## src/rtl/lsu_pkg.sv

```systemverilog
package lsu_pkg;

    localparam int XLEN       = 32;
    localparam int NBYTES     = XLEN / 8;
    localparam int OPC_W      = 5;
    localparam int IMM_W      = 15;
    localparam int UPD_OFF_W  = 12;
    localparam int DISP_OFF_W = 15;

    localparam logic [OPC_W-1:0] OP_PRE   = 5'h03;
    localparam logic [OPC_W-1:0] OP_POST  = 5'h07;
    localparam logic [OPC_W-1:0] OP_DISP  = 5'h10;
    localparam logic [OPC_W-1:0] OP_CACHE = 5'h18;

    typedef enum logic [1:0] {
        SZ_BYTE = 2'd0,
        SZ_HALF = 2'd1,
        SZ_WORD = 2'd2
    } size_e;

    typedef enum logic [2:0] {
        AM_NONE,
        AM_DISP,
        AM_PRE,
        AM_POST,
        AM_CACHE
    } amode_e;

    typedef struct packed {
        logic  ld;
        logic  st;
        size_e size;
        logic  sext;
    } access_t;

    function automatic access_t kind_of(input logic [2:0] code);
        access_t a;
        a = '0;
        case (code)
            3'd0: begin a.ld = 1'b1; a.size = SZ_WORD; end
            3'd1: begin a.ld = 1'b1; a.size = SZ_HALF; a.sext = 1'b1; end
            3'd2: begin a.ld = 1'b1; a.size = SZ_HALF; end
            3'd3: begin a.ld = 1'b1; a.size = SZ_BYTE; a.sext = 1'b1; end
            3'd4: begin a.st = 1'b1; a.size = SZ_WORD; end
            3'd5: begin a.st = 1'b1; a.size = SZ_HALF; end
            3'd6: begin a.ld = 1'b1; a.size = SZ_BYTE; end
            default: begin a.st = 1'b1; a.size = SZ_BYTE; end
        endcase
        return a;
    endfunction

endpackage

```

## src/rtl/lsu_decode.sv

```systemverilog
module lsu_decode
    import lsu_pkg::*;
(
    input  logic [OPC_W-1:0] opcode,
    input  logic [2:0]       func,
    output amode_e           amode,
    output access_t          acc
);
    localparam logic [OPC_W-4:0] DISP_HI = OP_DISP[OPC_W-1:3];

    always_comb begin
        amode = AM_NONE;
        acc   = '0;
        if (opcode == OP_PRE) begin
            amode = AM_PRE;
            acc   = kind_of(func);
        end else if (opcode == OP_POST) begin
            amode = AM_POST;
            acc   = kind_of(func);
        end else if (opcode[OPC_W-1:3] == DISP_HI) begin
            amode = AM_DISP;
            acc   = kind_of(opcode[2:0]);
        end else if (opcode == OP_CACHE) begin
            amode = AM_CACHE;
        end
    end

endmodule

```

## src/rtl/lsu_align.sv

```systemverilog
module lsu_align
    import lsu_pkg::*;
(
    input  logic              active,
    input  logic [1:0]        lo,
    input  size_e             size,
    output logic              misalign,
    output logic [NBYTES-1:0] be
);
    always_comb begin
        misalign = 1'b0;
        be       = '0;
        if (active) begin
            case (size)
                SZ_WORD: begin
                    misalign = |lo;
                    be       = '1;
                end
                SZ_HALF: begin
                    misalign = lo[0];
                    be       = lo[1] ? 4'b1100 : 4'b0011;
                end
                default: be = 4'b0001 << lo;
            endcase
            if (misalign) be = '0;
        end
    end

endmodule

```

## src/rtl/lsu_load_ext.sv

```systemverilog
module lsu_load_ext
    import lsu_pkg::*;
(
    input  logic            en,
    input  logic [XLEN-1:0] word,
    input  logic [1:0]      lo,
    input  size_e           size,
    input  logic            sext,
    output logic [XLEN-1:0] value
);
    logic [7:0] lane [NBYTES];

    for (genvar g = 0; g < NBYTES; g++) begin : g_lane
        assign lane[g] = word[8*g +: 8];
    end

    logic [7:0]  b_sel;
    logic [15:0] h_sel;

    always_comb begin
        b_sel = lane[lo];
        h_sel = {lane[{lo[1], 1'b1}], lane[{lo[1], 1'b0}]};
        case (size)
            SZ_WORD: value = word;
            SZ_HALF: value = {{(XLEN-16){sext & h_sel[15]}}, h_sel};
            default: value = {{(XLEN-8){sext & b_sel[7]}}, b_sel};
        endcase
        if (!en) value = '0;
    end

endmodule

```

## src/rtl/lsu_addr_gen.sv

```systemverilog
module lsu_addr_gen
    import lsu_pkg::*;
(
    input  logic                  clk,
    input  logic                  rst_n,
    input  logic                  req_valid,
    input  logic [OPC_W-1:0]      req_opcode,
    input  logic [2:0]            req_func,
    input  logic [XLEN-1:0]       req_base,
    input  logic [IMM_W-1:0]      req_imm,
    input  logic [XLEN-1:0]       rd_word,
    output logic [XLEN-1:0]       mem_addr,
    output logic                  mem_rd,
    output logic                  mem_wr,
    output logic [1:0]            mem_size,
    output logic                  mem_sext,
    output logic [NBYTES-1:0]     mem_be,
    output logic                  misalign,
    output logic [XLEN-1:0]       base_next,
    output logic                  base_we,
    output logic [XLEN-1:0]       load_value
);
    typedef struct packed {
        logic [XLEN-1:0]   addr;
        logic              rd;
        logic              wr;
        size_e             size;
        logic              sext;
        logic [NBYTES-1:0] be;
        logic              mis;
        logic [XLEN-1:0]   bnext;
        logic              we;
    } state_t;

    state_t state_d, state_q;

    amode_e            amode_d;
    access_t           acc_d;
    logic [XLEN-1:0]   off_d, sum_d, eff_d;
    logic              active_d, mis_d, upd_d;
    logic [NBYTES-1:0] be_d;

    lsu_decode u_decode (
        .opcode (req_opcode),
        .func   (req_func),
        .amode  (amode_d),
        .acc    (acc_d)
    );

    always_comb begin
        upd_d    = (amode_d == AM_PRE) || (amode_d == AM_POST);
        off_d    = upd_d ? {{(XLEN-UPD_OFF_W){req_imm[UPD_OFF_W-1]}}, req_imm[UPD_OFF_W-1:0]}
                         : {{(XLEN-DISP_OFF_W){req_imm[DISP_OFF_W-1]}}, req_imm[DISP_OFF_W-1:0]};
        sum_d    = req_base + off_d;
        eff_d    = (amode_d == AM_POST) ? req_base : sum_d;
        active_d = req_valid && (acc_d.ld || acc_d.st);
    end

    lsu_align u_align (
        .active   (active_d),
        .lo       (eff_d[1:0]),
        .size     (acc_d.size),
        .misalign (mis_d),
        .be       (be_d)
    );

    always_comb begin
        state_d = '0;
        if (req_valid && amode_d != AM_NONE) state_d.addr = eff_d;
        if (active_d) begin
            state_d.size = acc_d.size;
            state_d.mis  = mis_d;
            if (!mis_d) begin
                state_d.rd   = acc_d.ld;
                state_d.wr   = acc_d.st;
                state_d.sext = acc_d.sext;
                state_d.be   = be_d;
                state_d.we   = upd_d;
                if (upd_d) state_d.bnext = sum_d;
            end
        end
    end

    always_ff @(posedge clk) begin
        if (!rst_n) state_q <= '0;
        else        state_q <= state_d;
    end

    assign mem_addr  = state_q.addr;
    assign mem_rd    = state_q.rd;
    assign mem_wr    = state_q.wr;
    assign mem_size  = state_q.size;
    assign mem_sext  = state_q.sext;
    assign mem_be    = state_q.be;
    assign misalign  = state_q.mis;
    assign base_next = state_q.bnext;
    assign base_we   = state_q.we;

    lsu_load_ext u_ext (
        .en    (state_q.rd),
        .word  (rd_word),
        .lo    (state_q.addr[1:0]),
        .size  (state_q.size),
        .sext  (state_q.sext),
        .value (load_value)
    );

    p_rdwr_excl_r2: assert property (@(posedge clk) disable iff (!rst_n)
        !(mem_rd && mem_wr));

    p_sext_only_narrow_r2: assert property (@(posedge clk) disable iff (!rst_n)
        mem_sext |-> (mem_rd && mem_size != SZ_WORD));

    p_pre_same_r3: assert property (@(posedge clk) disable iff (!rst_n)
        (req_valid && req_opcode == OP_PRE) |=> (!base_we || base_next == mem_addr));

    p_post_step_r4: assert property (@(posedge clk) disable iff (!rst_n)
        (req_valid && req_opcode == OP_POST) |=>
        (!base_we || base_next == mem_addr +
            {{(XLEN-UPD_OFF_W){$past(req_imm[UPD_OFF_W-1])}}, $past(req_imm[UPD_OFF_W-1:0])}));

    p_disp_nowb_r5: assert property (@(posedge clk) disable iff (!rst_n)
        (req_opcode[OPC_W-1:3] == OP_DISP[OPC_W-1:3]) |=> !base_we);

    p_cache_quiet_r6: assert property (@(posedge clk) disable iff (!rst_n)
        (req_opcode == OP_CACHE) |=> (!mem_rd && !mem_wr && !base_we && !misalign));

    p_be_width_r7: assert property (@(posedge clk) disable iff (!rst_n)
        (mem_rd || mem_wr) |-> ($countones(mem_be) ==
            ((mem_size == SZ_WORD) ? 4 : (mem_size == SZ_HALF) ? 2 : 1)));

    p_misalign_quiet_r8: assert property (@(posedge clk) disable iff (!rst_n)
        misalign |-> (!mem_rd && !mem_wr && !base_we && mem_be == '0));

    p_idle_r10: assert property (@(posedge clk) disable iff (!rst_n)
        !req_valid |=> (!mem_rd && !mem_wr && !base_we && !misalign));

endmodule

```

## config.mk

```make
export PLATFORM = sky130hd
export DESIGN_NAME = lsu_addr_gen
export DESIGN_NICKNAME = d
export VERILOG_FILES = /design/src/rtl/lsu_pkg.sv /design/src/rtl/lsu_decode.sv /design/src/rtl/lsu_align.sv /design/src/rtl/lsu_load_ext.sv /design/src/rtl/lsu_addr_gen.sv
export SDC_FILE = /design/constraint.sdc
export NUM_CORES = 1
export LEC_CHECK = 0
export ABC_CLOCK_PERIOD_IN_PS = 4500
export CORE_ASPECT_RATIO = 1.1
export CORE_MARGIN = 4
export CORE_UTILIZATION = 40
export DETAILED_ROUTE_END_ITERATION = 10
export PLACE_DENSITY = 0.74
export SYNTH_ARGS = -nofsm -noshare
export SYNTH_HDL_FRONTEND = slang
export SYNTH_SLANG_ARGS = --single-unit
```

## constraint.sdc

```tcl
create_clock -name clk -period 4.5 [get_ports clk]
set_input_delay 0.675 -clock clk [delete_from_list [all_inputs] [get_ports clk]]
set_output_delay 0.675 -clock clk [all_outputs]
set_load 0.01 [all_outputs]
```

### Word-level counts from Yosys, hierarchy flattened

Cells that the tools add are included.
Widths: inputs -> output; s select.

* add/sub/neg operators: 1
* magnitude comparators: 3
* equality and inequality tests: 22
* shift operators: 1
* muxes and demuxes: 33
* bitwise operators: 8
* reductions and logical operators: 21

Operators with widths (count)
* $mux 32: 3
* $pmux 32 s2: 1
* $bmux 8 s2: 3
* $mux 8: 6
* $add 32x32->32: 1
* $eq 3x2->1 const B: 6
* $eq 3x3->1 const B: 6
* $mux 5: 3
* $mux 3: 4
* $reduce_or 2->1: 5
* $reduce_or 5->1: 2
* $ge 3x3->1 const B: 3
* $not 2->3: 3
* $reduce_or 3->1: 3
* $mux 1: 8
* $pmux 2 s2: 2
* $pmux 4 s2: 1
* $reduce_or 4->1: 2
* $eq 2x2->1 const B: 3
* $eq 3x1->1 const B: 2
* $logic_not 3->1: 2
* $eq 5x2->1 const B: 1
* $eq 5x3->1 const B: 1
* $eq 5x5->1 const B: 1
* other kinds (10): 17

* flip-flop bits (word level): 75
* input bits: 90
* output and inout port bits: 107
* logic and storage cells: 98

### Logic depth before layout (Yosys ltp)

* depth after elaboration: 15
* depth in mapped cells: 15
* gate-level depth less buffers: 13

### Cells and area by module

Synthesis repeated with hierarchy kept, for this count alone.

* cell total of the unflattened synthesis: 662
* area total of the unflattened synthesis: 5363.9 µm²

Modules (own cells, without submodules)
* lsu_addr_gen: times used 1, cells an instance 489, area an instance 4115.2 µm²
* lsu_load_ext: times used 1, cells an instance 120, area an instance 899.6 µm²
* lsu_decode: times used 1, cells an instance 28, area an instance 180.2 µm²
* lsu_align: times used 1, cells an instance 25, area an instance 168.9 µm²

### Least setup slack after synthesis

Ideal clock, no wire load.

* path type: in2reg
* start: in req_opcode[4]
* end: reg state_q (netlist bit base_next[31])
* data arrival time: 3.627 ns
* path slack: 0.803 ns
* stages: 14
* buffers on the path: 2
* cell sequence: buf_2 and4bb_2 nand2_1 and2_1 inv_1 ha_1 buf_2 a21oi_1 o21ai_0 a221oi_1 o21ai_0 or3_1 a21o_1 a21oi_1

* cells in the longest elaborated chain, start to end: 12
* elaborated cells on any way between the ends: 28
* classes of those cells: add/sub: 1; eq/ne: 8; mux: 12; bitwise: 2; reduce/logical: 5

RTL lines
* start, declared: line lsu_addr_gen.sv:7 `input logic [OPC_W-1:0] req_opcode,`
* branches (longest 12 deep; another with $add 32x32->32)
* end signal, assigned: line lsu_addr_gen.sv:86 `else state_q <= state_d;`
* end, declared: line lsu_addr_gen.sv:35 `state_t state_d, state_q;`

Several ways; the timed one is not identified. The select of a mux whose other input is x is not followed.
A chain may end at the register's enable or synchronous reset.

### Final worst setup path

* start: in req_opcode[3]
* end: reg state_q (netlist bit mem_addr[30])

* cells in the longest elaborated chain, start to end: 10
* elaborated cells on any way between the ends: 17
* classes of those cells: add/sub: 1; eq/ne: 6; mux: 6; reduce/logical: 4

RTL lines
* $eq 5x5->1: line lsu_decode.sv:23 `end else if (opcode == OP_CACHE) begin`
* $mux 3: line lsu_decode.sv:23
* $mux 3: line lsu_decode.sv:20 `end else if (opcode[OPC_W-1:3] == DISP_HI) begin`
* $mux 3: line lsu_decode.sv:17 `end else if (opcode == OP_POST) begin`
* $mux 3 *: line lsu_decode.sv:14 `if (opcode == OP_PRE) begin`
* $eq 3x2->1 (on tied branches): line lsu_addr_gen.sv:51, lsu_addr_gen.sv:55
* $logic_or 1x1->1: line lsu_addr_gen.sv:51 `upd_d = (amode_d == AM_PRE) || (amode_d == AM_POST);`
* $mux 32: line lsu_addr_gen.sv:52 `off_d = upd_d ? {{(XLEN-UPD_OFF_W){req_imm[UPD_OFF_W-1]}}, req_imm[UPD_OFF_W-1:0]}`
* $add 32x32->32: line lsu_addr_gen.sv:54 `sum_d = req_base + off_d;`
* $mux 32: line lsu_addr_gen.sv:55 `eff_d = (amode_d == AM_POST) ? req_base : sum_d;`

Mark *: on every way between the ends. The rest lies on a longest branch, timed or not.

==> metrics <==
worst hold endpoint mem_addr[3]; Sequential Power Share 31.7%; Setup Viol. Count Final 0; EDFF count, synth 0; required time of the critical path 4.72 ns; GRT Max-Usage Layer met2; Iter 0 DRT Violations 366; Peak VDD IR 0.000212 V; asr flop ratio synth 0%; grt total ovfl 0; Final Cycle Share 89.4%; Clk network pwr share 42.3%; fin worst setup slack 0.476 ns; Int Power 1570 uW; CTS clk-pin slew, worst paths 0.06 ns; Cell Chain, Critical Path clkdlybuf4s50_1 > and4bb_2 > nand2_1 > and2_1 > inv_1 > buf_4 > ha_1 > and3_1 > nand2_1 > a31oi_1 > o311ai_2 > a21oi_2 > mux2i_1 > a311o_1; Post-CTS Resized 0; Die X 115 um; CP arrival 4.25 ns; CP max-delay cell clkdlybuf4s50_1; Avg Inst Size Synth 7.75 um2; Combinational Power Share 26.1%; Synth Instances 651; Slew @ Worst Pin 0.748 ns; Synth Net Count 777; Area after DPL 0.00717 mm2; Vias 5,604; RSZ-0062 raised after global routing false; sequential-to-total area share from yosys stat 29.7%; postcts setup bufs 0; Worst Min Path Start req_base[3]; Finished Cell Area 0.00755 mm2; outcome finished, final reports clean; Critical Path End Type flip-flop; Final Wtd Congestion 0.994; Max Clk Rate 249 MHz; power density over the cells 286 mW/mm2; max-slew violation count 0; die height 126 um; final hold violations 0; Unique masters post-synth 67; met3 Use GR 4.75%; Startpoint Class input port; P_leak 0.00296 uW; Setup CP Type in2reg; Mapped Area 0.00505 mm2; H-tree lvl count 3; dpl ws 0.193 ns; Post-CTS Hold Buffers 0; vias per cell 5.63; Synth Register Bits 75; P_sw 596 uW; Worst slew margin 50.0%; Synth Warn # 0; DRT antenna net count 0; minimum clock period 4.02 ns; Starting Density 41.4%; fraction of layout cells with a size suffix above 1 6.41%; Core Rows 42; antenna diode count 0; WL final 18,000 um; Most common cell on crit path nand2_1; Top Ports 197; DIE AREA 0.0145 mm2; vias in the first global route 5,547; CTS tree yes; met2 GRT Util 41.1%; Total Routing Usage GR 24.3%; hold path depth 3; drt first pass iters 6; max_cap viols 0; routed length per placed instance 18.0 um; Max clock buf depth 2; CP peak stage delay 0.57 ns; antenna violations before repair 0; Post-DP HPWL 14,100 um; first-pass GRT wire length 28,400 um; Worst Path Max Fanout 10; layout net count 963; Layout area overhead 49.6%; core box area 0.0122 mm2; largest net degree at the start of global routing 25; setup TNS 0 ns; clock sinks 75; number of port buffers 196; CTS Buf Count 9; top_reg_cell synth dfxtp_1; Hold Path Class in2reg; met1 usage 30.1%; Net Sw Frac 27.5%; Root Buffer clkbuf_16; Residual DRC 0
-- how the worst max path moves through the flow --
stage	start	to	slack (ns)
2_1_floorplan	req_opcode[4]	base_next[31]	0.80
3_3_place_gp	req_opcode[3]	base_next[31]	0.27
3_5_place_dp	req_opcode[3]	mem_addr[30]	0.19
4_1_cts	req_opcode[3]	mem_addr[30]	0.52
5_1_grt	req_opcode[3]	mem_addr[31]	0.13
6_report	req_opcode[3]	mem_addr[30]	0.48
-- layer usage --
| metal | part of all wire [%] | vias up | wire length [um] |
|---|---|---|---|
| li1 | - | 2710 | - |
| met1 | 42 | 2613 | 7580 |
| met2 | 48 | 239 | 8640 |
| met3 | 6.6 | 42 | 1190 |
| met4 | 3.1 | 0 | 561 |
| met5 | 0 | - | 0 |
-- placed cells by master, fill, tap and decap left out, types with 4 or more instances in the layout --
| master | count |
|---|---|
| and2_1 | 22 |
| buf_4 | 16 |
| nand2_1 | 103 |
| nor3_1 | 15 |
| clkdlybuf4s50_1 | 196 |
| xor2_1 | 8 |
| a31oi_1 | 6 |
| nand2b_1 | 4 |
| a21o_1 | 13 |
| mux2i_1 | 6 |
| bufinv_16 | 4 |
| clkbuf_16 | 9 |
| mux2_2 | 7 |
| nand3_1 | 15 |
| nor4_1 | 4 |
| o21bai_1 | 6 |
| and3_1 | 9 |
| nor2_1 | 48 |
| o21ai_0 | 36 |
| xnor2_1 | 19 |
| dfxtp_1 | 75 |
| nand4_1 | 8 |
| a211oi_1 | 4 |
| o21a_1 | 4 |
| inv_1 | 18 |
| a21boi_0 | 4 |
| a221oi_1 | 9 |
| ha_1 | 35 |
| nor2b_1 | 9 |
| a21oi_1 | 70 |
| a222oi_1 | 6 |
| o31ai_1 | 5 |
-- layout make-up --
class | count | area, um2
multi-input cells | 520 | 3330
repair buffers | 212 | 2080
flip-flops and latches | 75 | 1500
inverters | 19 | 71.3
well taps | 154 | 193
clock inverters | 4 | 120
clock buffers | 12 | 256
fillers | 1114 | 4640
-- synth_stat cells, types with 7 or more instances --
cell      instances  area [um2]
nor3_1           15        75.1
and3_1            9        56.3
clkbuf_1         27         101
ha_1             35         438
nor2_1           49         184
o21ai_0          36         180
dfxtp_1          75        1500
nand4_1           8        50.1
and2_1           22         138
a21o_1           13        97.6
a21oi_1          70         350
xnor2_1          19         166
inv_1            18        67.6
nand3_1          15        75.1
nand2_1         103         387
a221oi_1          9        78.8
xor2_1            8        70.1
nor2b_1           9        56.3
mux2_2            7        78.8
-- flip-flops by register name, indices dropped and copies added, names as in the netlist --
| name | flops |
|---|---|
| base_we | 1 |
| mem_size | 2 |
| mem_sext | 1 |
| misalign | 1 |
| mem_rd | 1 |
| mem_be | 4 |
| mem_wr | 1 |
| mem_addr | 32 |
| base_next | 32 |
-- worst max-delay path: cells and delay by family --
family                   cells  cell delay [ns]
multiplexers                 1             0.10
AND/OR/NAND/NOR              5             1.02
buffers and inverters        3             0.96
adder cells (fa/ha/maj)      1             0.43
AO/OA/AOI/OAI                4             1.04
-- cells by family (layout without fill, tap and decap cells) --
kind of cell,after synthesis,after routing,share of synthesized area [%]
flip-flops,75,75,29.7
XOR/XNOR,27,27,4.69
adder cells (fa/ha/maj),36,36,9.07
AND/OR/NAND/NOR,253,253,23.8
multiplexers,13,13,2.75
buffers and inverters,56,247,4.41
AO/OA/AOI/OAI,191,191,25.6
-- power by group through the flow --
| stage | Clock (uW) | Sequential, uW | Combinational (uW) |
|---|---|---|---|
| floorplan | 0 | 705 | 329 |
| global placement | 0 | 699 | 552 |
| detailed placement | 0 | 699 | 554 |
| CTS | 921 | 685 | 558 |
| global route | 955 | 686 | 617 |
| finish | 914 | 685 | 563 |
-- metrics by stage --
stage                     power (uW)  util [%]  cells  hold WS, ns
final                           2160      61.9    996        0.930
after global routing            2260      61.9    996        0.944
after CTS                       2160      61.9    996        0.924
after detailed placement        1250      58.8    980         1.28
after global placement          1250      58.8    980         1.28
after floorplan                 1030         -    651        0.783
Note: power is estimated with default switching activity, not from simulation.
